[config.mk]
export PLATFORM = sky130hd
export DESIGN_NAME = codec_cmd_decoder
export DESIGN_NICKNAME = d
export VERILOG_FILES = /design/src/rtl/ccd_pkg.sv /design/src/rtl/ccd_classify.sv /design/src/rtl/ccd_context.sv /design/src/rtl/ccd_chan_bank.sv /design/src/rtl/codec_cmd_decoder.sv
export SDC_FILE = /design/constraint.sdc
export NUM_CORES = 1
export LEC_CHECK = 0
export BUFFER_PORTS_ARGS = -buffer_cell sky130_fd_sc_hd__buf_2
export CAP_MARGIN = 30
export CORE_MARGIN = 2
export CORE_UTILIZATION = 48
export DETAILED_ROUTE_END_ITERATION = 16
export HOLD_SLACK_MARGIN = 0.02
export PLACE_DENSITY_LB_ADDON = 0.25
export SLEW_MARGIN = 20
export SYNTH_ARGS = -nofsm -noshare
export SYNTH_HDL_FRONTEND = slang
export SYNTH_SLANG_ARGS = --single-unit
[constraint.sdc]
create_clock -name clk -period 1.81 [get_ports clk]
set_input_delay 0.2715 -clock clk [delete_from_list [all_inputs] [get_ports clk]]
set_output_delay 0.2715 -clock clk [all_outputs]
set_load 0.01 [all_outputs]
[src/rtl/ccd_pkg.sv]
package ccd_pkg;
   localparam int BYTE_W  = 8;
   localparam int CHSEL_W = 2;
   localparam int PAY_W   = 7;

   typedef enum logic [2:0] {
      CTX_IDLE,
      CTX_RX_TX,
      CTX_RX,
      CTX_TX,
      CTX_GAIN
   } ctx_e;

   typedef enum logic [1:0] {
      MODE_MULAW = 2'b00,
      MODE_ALAW  = 2'b01,
      MODE_LINE  = 2'b10,
      MODE_RSVD  = 2'b11
   } mode_e;

   typedef struct packed {
      logic               is_cfg;
      mode_e              mode;
      logic               sel;
      logic [CHSEL_W-1:0] ch;
      logic [1:0]         arg;
      logic [PAY_W-1:0]   payload;
   } fields_t;

   typedef struct packed {
      logic               glob_we;
      logic               law;
      logic               dly;
      logic               state_we;
      logic               io_we;
      logic               rx_we;
      logic               tx_we;
      logic               gain_we;
      logic               gain_tx;
      logic               gain_hi;
      logic [CHSEL_W-1:0] ch;
      logic [1:0]         arg;
      logic [PAY_W-1:0]   payload;
      logic               err;
   } wr_t;
endpackage

[src/rtl/ccd_classify.sv]
module ccd_classify
   import ccd_pkg::*;
(
   input  logic [BYTE_W-1:0] byte_dat,
   output fields_t           f
);
   always_comb begin
      f.is_cfg  = byte_dat[7];
      f.mode    = mode_e'(byte_dat[6:5]);
      f.sel     = byte_dat[4];
      f.ch      = byte_dat[3:2];
      f.arg     = byte_dat[1:0];
      f.payload = byte_dat[6:0];
   end
endmodule

[src/rtl/ccd_context.sv]
module ccd_context
   import ccd_pkg::*;
(
   input  logic    clk,
   input  logic    rst_n,
   input  logic    vld,
   input  fields_t f,
   output wr_t     wr,
   output ctx_e    ctx_q
);
   ctx_e               ctx_d;
   logic [CHSEL_W-1:0] ch_q, ch_d;
   logic               gtx_q, gtx_d, ghi_q, ghi_d;

   always_comb begin
      ctx_d = ctx_q;
      ch_d  = ch_q;
      gtx_d = gtx_q;
      ghi_d = ghi_q;
      wr    = '0;
      wr.ch      = ch_q;
      wr.arg     = f.arg;
      wr.payload = f.payload;
      wr.gain_tx = gtx_q;
      wr.gain_hi = ghi_q;
      if (vld) begin
         if (ctx_q == CTX_GAIN) begin
            wr.gain_we = 1'b1;
            ctx_d      = CTX_IDLE;
         end else if (f.is_cfg) begin
            unique case (f.mode)
               MODE_MULAW, MODE_ALAW: begin
                  wr.glob_we  = 1'b1;
                  wr.law      = f.mode[0];
                  wr.dly      = f.sel;
                  wr.state_we = 1'b1;
                  wr.ch       = f.ch;
                  ch_d        = f.ch;
                  unique case (f.arg)
                     2'b01:   ctx_d = CTX_RX;
                     2'b10:   ctx_d = CTX_TX;
                     2'b11:   ctx_d = CTX_RX_TX;
                     default: ctx_d = CTX_IDLE;
                  endcase
               end
               MODE_LINE: begin
                  ch_d = f.ch;
                  if (f.sel) begin
                     wr.io_we = 1'b1;
                     wr.ch    = f.ch;
                     ctx_d    = CTX_IDLE;
                  end else begin
                     gtx_d = f.arg[1];
                     ghi_d = f.arg[0];
                     ctx_d = CTX_GAIN;
                  end
               end
               default: wr.err = 1'b1;
            endcase
         end else begin
            unique case (ctx_q)
               CTX_RX_TX: begin wr.rx_we = 1'b1; ctx_d = CTX_TX;   end
               CTX_RX:    begin wr.rx_we = 1'b1; ctx_d = CTX_IDLE; end
               CTX_TX:    begin wr.tx_we = 1'b1; ctx_d = CTX_IDLE; end
               default:   wr.err = 1'b1;
            endcase
         end
      end
   end

   always_ff @(posedge clk or negedge rst_n) begin
      if (!rst_n) begin
         ctx_q <= CTX_IDLE;
         ch_q  <= '0;
         gtx_q <= 1'b0;
         ghi_q <= 1'b0;
      end else begin
         ctx_q <= ctx_d;
         ch_q  <= ch_d;
         gtx_q <= gtx_d;
         ghi_q <= ghi_d;
      end
   end
endmodule

[src/rtl/ccd_chan_bank.sv]
module ccd_chan_bank
   import ccd_pkg::*;
#(
   parameter int NUM_CH = 4,
   parameter int SLOT_W = 7,
   parameter int HALF_W = 7,
   localparam int GAIN_W = 2 * HALF_W
) (
   input  logic                     clk,
   input  logic                     rst_n,
   input  wr_t                      wr,
   output logic [NUM_CH*2-1:0]      ch_mode,
   output logic [NUM_CH*SLOT_W-1:0] rx_slot,
   output logic [NUM_CH*SLOT_W-1:0] tx_slot,
   output logic [NUM_CH*2-1:0]      io_in,
   output logic [NUM_CH*GAIN_W-1:0] rx_gain,
   output logic [NUM_CH*GAIN_W-1:0] tx_gain
);
   for (genvar c = 0; c < NUM_CH; c++) begin : g_ch
      logic              hit;
      logic [1:0]        mode_q, io_q;
      logic [SLOT_W-1:0] rxs_q, txs_q;
      logic [GAIN_W-1:0] rxg_q, txg_q;

      assign hit = (wr.ch == CHSEL_W'(c));

      always_ff @(posedge clk or negedge rst_n) begin
         if (!rst_n) begin
            mode_q <= 2'b00;
            io_q   <= 2'b11;
            rxs_q  <= '0;
            txs_q  <= '0;
            rxg_q  <= '0;
            txg_q  <= '0;
         end else if (hit) begin
            if (wr.state_we) mode_q <= wr.arg;
            if (wr.io_we)    io_q   <= wr.arg;
            if (wr.rx_we)    rxs_q  <= wr.payload[SLOT_W-1:0];
            if (wr.tx_we)    txs_q  <= wr.payload[SLOT_W-1:0];
            if (wr.gain_we && !wr.gain_tx) begin
               if (wr.gain_hi) rxg_q[GAIN_W-1:HALF_W] <= wr.payload[HALF_W-1:0];
               else            rxg_q[HALF_W-1:0]      <= wr.payload[HALF_W-1:0];
            end
            if (wr.gain_we && wr.gain_tx) begin
               if (wr.gain_hi) txg_q[GAIN_W-1:HALF_W] <= wr.payload[HALF_W-1:0];
               else            txg_q[HALF_W-1:0]      <= wr.payload[HALF_W-1:0];
            end
         end
      end

      assign ch_mode[c*2 +: 2]           = mode_q;
      assign io_in[c*2 +: 2]             = io_q;
      assign rx_slot[c*SLOT_W +: SLOT_W] = rxs_q;
      assign tx_slot[c*SLOT_W +: SLOT_W] = txs_q;
      assign rx_gain[c*GAIN_W +: GAIN_W] = rxg_q;
      assign tx_gain[c*GAIN_W +: GAIN_W] = txg_q;
   end
endmodule

[src/rtl/codec_cmd_decoder.sv]
module codec_cmd_decoder
   import ccd_pkg::*;
#(
   parameter int NUM_CH = 4,
   parameter int SLOT_W = 7,
   parameter int HALF_W = 7,
   localparam int GAIN_W = 2 * HALF_W
) (
   input  logic                     clk,
   input  logic                     rst_n,
   input  logic                     byte_vld,
   input  logic [7:0]               byte_dat,
   output logic                     law_alaw,
   output logic                     delay_mode,
   output logic [NUM_CH*2-1:0]      ch_mode,
   output logic [NUM_CH*SLOT_W-1:0] rx_slot,
   output logic [NUM_CH*SLOT_W-1:0] tx_slot,
   output logic [NUM_CH*2-1:0]      io_in,
   output logic [NUM_CH*GAIN_W-1:0] rx_gain,
   output logic [NUM_CH*GAIN_W-1:0] tx_gain,
   output logic                     proto_err
);
   if (NUM_CH != (1 << CHSEL_W)) begin : g_bad_num_ch
      $error("NUM_CH must match the 2-bit channel field");
   end
   if (SLOT_W < 1 || SLOT_W > PAY_W) begin : g_bad_slot_w
      $error("SLOT_W must lie in 1..7");
   end
   if (HALF_W < 1 || HALF_W > PAY_W) begin : g_bad_half_w
      $error("HALF_W must lie in 1..7");
   end

   fields_t fld;
   wr_t     wr;
   ctx_e    ctx;

   ccd_classify i_classify (
      .byte_dat (byte_dat),
      .f        (fld)
   );

   ccd_context i_context (
      .clk   (clk),
      .rst_n (rst_n),
      .vld   (byte_vld),
      .f     (fld),
      .wr    (wr),
      .ctx_q (ctx)
   );

   ccd_chan_bank #(
      .NUM_CH (NUM_CH),
      .SLOT_W (SLOT_W),
      .HALF_W (HALF_W)
   ) i_bank (
      .clk     (clk),
      .rst_n   (rst_n),
      .wr      (wr),
      .ch_mode (ch_mode),
      .rx_slot (rx_slot),
      .tx_slot (tx_slot),
      .io_in   (io_in),
      .rx_gain (rx_gain),
      .tx_gain (tx_gain)
   );

   always_ff @(posedge clk or negedge rst_n) begin
      if (!rst_n) begin
         law_alaw   <= 1'b0;
         delay_mode <= 1'b0;
         proto_err  <= 1'b0;
      end else begin
         proto_err <= wr.err;
         if (wr.glob_we) begin
            law_alaw   <= wr.law;
            delay_mode <= wr.dly;
         end
      end
   end
endmodule

Word-level counts from Yosys, hierarchy flattened
Index checks and enable logic that the tools add are counted.

storage, ports and cells
  register bits after elaboration = 194
  input bits = 11
  output and inout port bits = 187
  logic and storage cells = 127

cells by class
  eq/ne operators = 13
  multiplexer cells = 26
  bitwise operators = 3
  reduce and logical (&&, ||, !) cells = 46

operators with widths
  kind                                                                   number
  3-bit AND reduction                                                    17
  2-bit AND reduction                                                    16
  3-bit case mux with 2 select lines                                     2
  2-bit equality test, second input constant                             5
  1-bit 2-to-1 mux                                                       10
  2-bit 2-to-1 mux                                                       5
  3-bit 2-to-1 mux                                                       3
  8-bit 2-to-1 mux                                                       1
  7-bit 2-to-1 mux                                                       1
  2-bit by 1-bit equality test with 1-bit output, second input constant  3
  3-bit by 2-bit equality test with 1-bit output, second input constant  2
  2-bit case mux with 3 select lines                                     1
  2-bit OR reduction                                                     3
  3-bit OR reduction                                                     2
  5-bit 2-to-1 mux                                                       1
  5-bit AND reduction                                                    1
  2-bit logical NOT                                                      2
  4-bit 2-to-1 mux                                                       1
  4-bit by 1-bit != test with 1-bit output, second input constant        1
  2-bit case mux with 2 select lines                                     1
  4-bit AND reduction                                                    1
  4-bit nonzero test                                                     1
  3-bit by 1-bit equality test with 1-bit output, second input constant  1
  3-bit equality test, second input constant                             1
  other kinds (3)                                                        6

Depth between registers and ports, before layout
  depth after elaboration = 8
  mapped depth = 7
  mapped depth without buffers = 6

By module
A second synthesis with hierarchy kept.

second synthesis, totals
  cells, all modules = 518
  area total of the unflattened synthesis = 7908.8 µm²

by module, submodules not included
  module             times used  cells each  area each (µm²)
  ccd_chan_bank      1           433         7054.3
  ccd_context        1           65          644.4
  ccd_classify       1           15          112.6
  codec_cmd_decoder  1           5           97.6

Worst setup path after synthesis
Ideal clock, no wire load.

  path type = register to register
  start point = register i_context.ctx_q[1]
  end point = register i_bank.g_ch[0].txg_q[10]
  library setup time = 0.125 ns
  data arrival time = 1.756 ns
  slack = -0.070 ns
  stages on the path, launching flop included = 7
  cells stage by stage = dfrtp_1 -> buf_2 -> nand4bb_4 -> or2_1 -> buf_2 -> nor3_4 -> mux2_2

between the ends
  longest elaborated chain between the ends = 5

ends and longest elaborated chain
  element                                                 line                                      text
  start, declared                                         ccd_context.sv:9                          output ctx_e ctx_q
  start signal, assigned                                  ccd_context.sv:78                         ctx_q <= ctx_d;
  3-bit equality test (*)                                 ccd_context.sv:27                         if (ctx_q == CTX_GAIN) begin
  2-bit 2-to-1 mux or 1-bit 2-to-1 mux (tied branches)    ccd_context.sv:27
  2-bit 2-to-1 mux or 8-bit 2-to-1 mux (tied branches)    ccd_context.sv:26                         if (vld) begin
  2-bit logical NOT or 1-bit logical AND (tied branches)  ccd_chan_bank.sv:25, ccd_chan_bank.sv:44
  3-bit AND reduction (no source line) (*)                n/a
  end signal, assigned by index                           ccd_chan_bank.sv:45                       if (wr.gain_hi) txg_q[GAIN_W-1:HALF_W] <= wr.payload[HALF_W-1:0];
  end signal, assigned by index                           ccd_chan_bank.sv:46                       else txg_q[HALF_W-1:0] <= wr.payload[HALF_W-1:0];
  end, declared                                           ccd_chan_bank.sv:23                       logic [GAIN_W-1:0] rxg_q, txg_q;

Every way passes the cells marked *; elsewhere a longest branch is shown, timed or not.
A chain may end at the register's enable or synchronous reset.

Worst setup path in the final report
  start point = register i_context.ctx_q[0]
  end point = register i_bank.g_ch[2].rxg_q[6]

between the ends
  longest elaborated chain between the ends = 5

ends and longest elaborated chain
  element                                                   line                                      text
  3-bit equality test (*)                                   ccd_context.sv:27
  2-bit 2-to-1 mux or 1-bit 2-to-1 mux (tied branches)      ccd_context.sv:27
  2-bit 2-to-1 mux or 8-bit 2-to-1 mux (tied branches)      ccd_context.sv:26
  2-bit equality test or 1-bit logical AND (tied branches)  ccd_chan_bank.sv:25, ccd_chan_bank.sv:40
  3-bit AND reduction (no source line) (*)                  n/a
  end signal, assigned by index                             ccd_chan_bank.sv:41                       if (wr.gain_hi) rxg_q[GAIN_W-1:HALF_W] <= wr.payload[HALF_W-1:0];
  end signal, assigned by index                             ccd_chan_bank.sv:42                       else rxg_q[HALF_W-1:0] <= wr.payload[HALF_W-1:0];
  end, declared                                             ccd_chan_bank.sv:23

Marks and branches as above.

==> flow_summary.yaml <==
status:
  result_of_the_run: "finished, violations left"
  failing_checks: "setup timing"
logic_synthesis:
  synth_cell_type_count: 36
  synth-edff-count: 0
  synth_warnings: 0
  asyncSetResetFlopFracSynth_pct: 100
  postSynth.topFlopCell: "sky130_fd_sc_hd__dfrtp_1"
  synth.net_count: 515
  yosys.area.top_type: "sky130_fd_sc_hd__dfrtp_1"
  synth_area_per_cell_um2: 15.3
  postSynthCellCount: 501
  synth.yosys.seq_area_share_pct: 63.4
  post_synth_design_cell_area_mm2: 0.00768
  yosys-top-cells-area: "sky130_fd_sc_hd__dfrtp_1 61%, sky130_fd_sc_hd__mux2_2 28%, sky130_fd_sc_hd__dfstp_2 2.7%"
  synth-seq-cells: 194
  synthDominantCellAreaShare_pct: 60.6
clock_tree:
  clk_slew_on_worst_s_h_paths_ps: 70
  tritoncts: "done"
  cts_post_setup_buffers_inserted: 0
  cts.sinks: 194
  cts_inserted_buffers: 17
  htree_num_levels: 4
  clock_path_buffers: 2
  root_driver: "sky130_fd_sc_hd__clkbuf_16"
  clkLatencyLatePin_ps: 430
cells_and_area:
  stdcell_count: 953
  antennaDiodeCount: 0
  syn_to_final_growth_pct: 28.1
  finalNetCount: 738
  layout-drive-gt1-share_pct: 65.9
  utilization_pct: 62.4
  filler_cell_count: 1290
setup_path:
  largest_stage_delay_on_the_critical_path_ps: 380
  endpoint_kind: "register"
  timing.critical_path.from: "i_context.ctx_q[0]"
  critical_path.startpoint_type: "register"
  path_cells: "nand4bb_4 -> buf_6 -> nor3_2 -> nand2_1 -> mux2_2"
  slowest_stage: "sky130_fd_sc_hd__dfrtp_1"
  data_arrival_time_of_the_worst_path_ps: 2130
  worstReg2RegStart: "i_context.ctx_q[0]"
  setup.worst_path.class: "reg2reg"
  timing.critical_path.required_ps: 2120
  critical_path.max_fanout: 7
die:
  top_ports: 198
  die-height_um: 130
  floorplan_core_area_mm2: 0.0158
  fp.dieW_um: 130
  start_util_pct: 48.7
  placementRows: 46
  dieArea_mm2: 0.0170
placed_design:
  post-place-cells: 920
  placement.setup.worst_slack_ps: -63.2
  gp_congestion: 0.795
  hpwl_mm: 13.4
  numPortBuffers: 197
timing:
  tightest_slew_ps: 478
  final-max-slew-violation-count: 0
  final-hold-violation-count: 0
  period_minus_slack_ps: 1830
  achievable-frequency_ghz: 0.547
  setup_repair_after_global_routing_missed_its_margin: "true"
  setup_ws_ps: -16.7
  slew_headroom_pct: 68.2
  setup_viol: 7
  worst_case_clock_skew_ps: 11.9
  fin_worst_hold_slack_ps: 307
  final.period_utilization_pct: 101
routing:
  route.detailed.vias_per_inst: 5.24
  drt_iter0_drc: 157
  detail_route.wl_per_cell_um: 20.1
  drc_markers: 0
  via_count: 4991
  ant_nets: 0
  total_routed_length_mm: 19.1
  drt-pass1-iter-count: 4
grt:
  antenna_found_initial: 0
  grt.total_usage_pct: 22.8
  global_route_wire_length_before_repair_mm: 28.8
  globalRoute.totalOverflow: 0
  first_global_vias: 5030
  grt_start_max_net_pins: 56
worst_hold_path:
  hp-start: "byte_vld"
  worst_hold_path_type: "in2reg"
job:
  max_cap_viol_count: 0
pwr:
  total_power_per_unit_cell_area_mw_per_mm2: 1220
  power.ir.vdd_worst_mv: 0.786
  p_leak_nw: 5.24
## power breakdown
part | internal, mW | total [mW] | switching [mW]
logic | 1.35 | 2.70 | 1.35
registers | 5.20 | 5.68 | 0.475
clock network | 1.97 | 3.59 | 1.61
total | 8.53 | 12.0 | 3.44
## layer usage
layer	vias up	track usage (%)	wire length [um]
met5	-	0	0
met4	0	6.82	300
met3	20	6.88	1230
met2	152	37.2	9520
met1	2612	29.7	8080
li1	2207	-	-
## sequential cells by signal, summed over array words and instances, names as in the netlist
signal              cells
law_alaw                1
i_context.ch_q          2
i_bank.g_ch.io_q        8
i_bank.g_ch.txs_q      28
i_bank.g_ch.txg_q      56
i_bank.g_ch.rxg_q      56
delay_mode              1
proto_err               1
i_context.gtx_q         1
i_bank.g_ch.mode_q      8
i_context.ctx_q         3
i_context.ghi_q         1
i_bank.g_ch.rxs_q      28
## layout by cell type (no fill, tap or decap), types with 3 or more instances in the layout
cell type and instances:
sky130_fd_sc_hd__nand2_1 10, sky130_fd_sc_hd__buf_6 4, sky130_fd_sc_hd__clkbuf_8 3, sky130_fd_sc_hd__nor2_1 9, sky130_fd_sc_hd__clkinv_2 4, sky130_fd_sc_hd__a21oi_1 3
sky130_fd_sc_hd__nand2b_1 7, sky130_fd_sc_hd__clkbuf_16 17, sky130_fd_sc_hd__buf_4 30, sky130_fd_sc_hd__nand2_2 5, sky130_fd_sc_hd__inv_1 4, sky130_fd_sc_hd__clkinv_4 4
sky130_fd_sc_hd__buf_2 196, sky130_fd_sc_hd__dfrtp_1 186, sky130_fd_sc_hd__mux2_2 178, sky130_fd_sc_hd__nor3_1 6, sky130_fd_sc_hd__dfstp_2 8, sky130_fd_sc_hd__mux2_4 11
sky130_fd_sc_hd__ha_1 3, sky130_fd_sc_hd__buf_12 4, sky130_fd_sc_hd__nor3b_1 3, sky130_fd_sc_hd__nand3_1 5, sky130_fd_sc_hd__nor2_4 3
## cell usage after synthesis (all sizes together) (2+ instances only)
library cell  instances
a21oi                 3
a31oi                 2
and3                  2
buf                   7
clkbuf               25
dfrtp               186
dfstp                 8
ha                    3
inv                   4
mux2                190
nand2                15
nand2b                7
nand3                 7
nor2                 12
nor2b                 3
nor3                  9
nor3b                 5
nor4                  2
or2                   2
## per-stage QoR
step | area [um2] | total power, mW | setup TNS [ps]
CTS | 9750 | 12.1 | -59.1
floorplan | 7690 | 7.14 | -240
detailed placement | 9150 | 8.46 | -1310
global route | 9840 | 12.5 | -2180
global placement | 9150 | 8.34 | -60.6
finish | 9840 | 12.0 | -65.6
## critical path: cells and delay by family, from the launching register on
family / cells / cell delay, ps
DFF: 1 / 380
muxes: 1 / 360
and+or+nand+nor: 3 / 810
buffers and inverters: 1 / 160
## cell type report
cell class / count / area (um2) / share of cell area (%)
Sequential cell: 194 / 4860 / 49.5
Inverter: 4 / 15.0 / 0.153
Tap cell: 216 / 270 / 2.75
Multi-Input combinational cell: 271 / 2770 / 28.1
Timing Repair Buffer: 236 / 1360 / 13.8
Clock buffer: 20 / 457 / 4.64
Clock inverter: 12 / 109 / 1.11
## what timing repair did
item / 4_1_cts / 5_1_grt
setup endpoints to repair: 48 / 87
hold buffers: 1 / 0
cloned: 0 / 0
pin swaps: 0 / 7
gates resized for setup: 7 / 21
hold endpoints to repair: 42 / 0
## worst paths after layout
path / end / slack [ps] / cells after the start
setup / recovery: i_bank.g_ch[2].rxg_q[6] / -20 / 5
hold / removal: proto_err / 310 / 4
setup reg to reg: i_bank.g_ch[2].rxg_q[6] / -20 / 5
hold reg to reg: i_bank.g_ch[0].txg_q[12] / 490 / 1
max in group asynchronous: i_bank.g_ch[3].rxg_q[10] / 770 / 3
min in group asynchronous: i_bank.g_ch[0].rxg_q[8] / 370 / 2
## kinds of logic after synthesis
logic type,synth area share [%]
compound gates,0.636
buf+inv,1.86
flops,63.4
xor+xnor,0.114
simple gates,5.66
fa+ha+maj,0.489
mux,27.9
(Power assumes the default switching activity.)
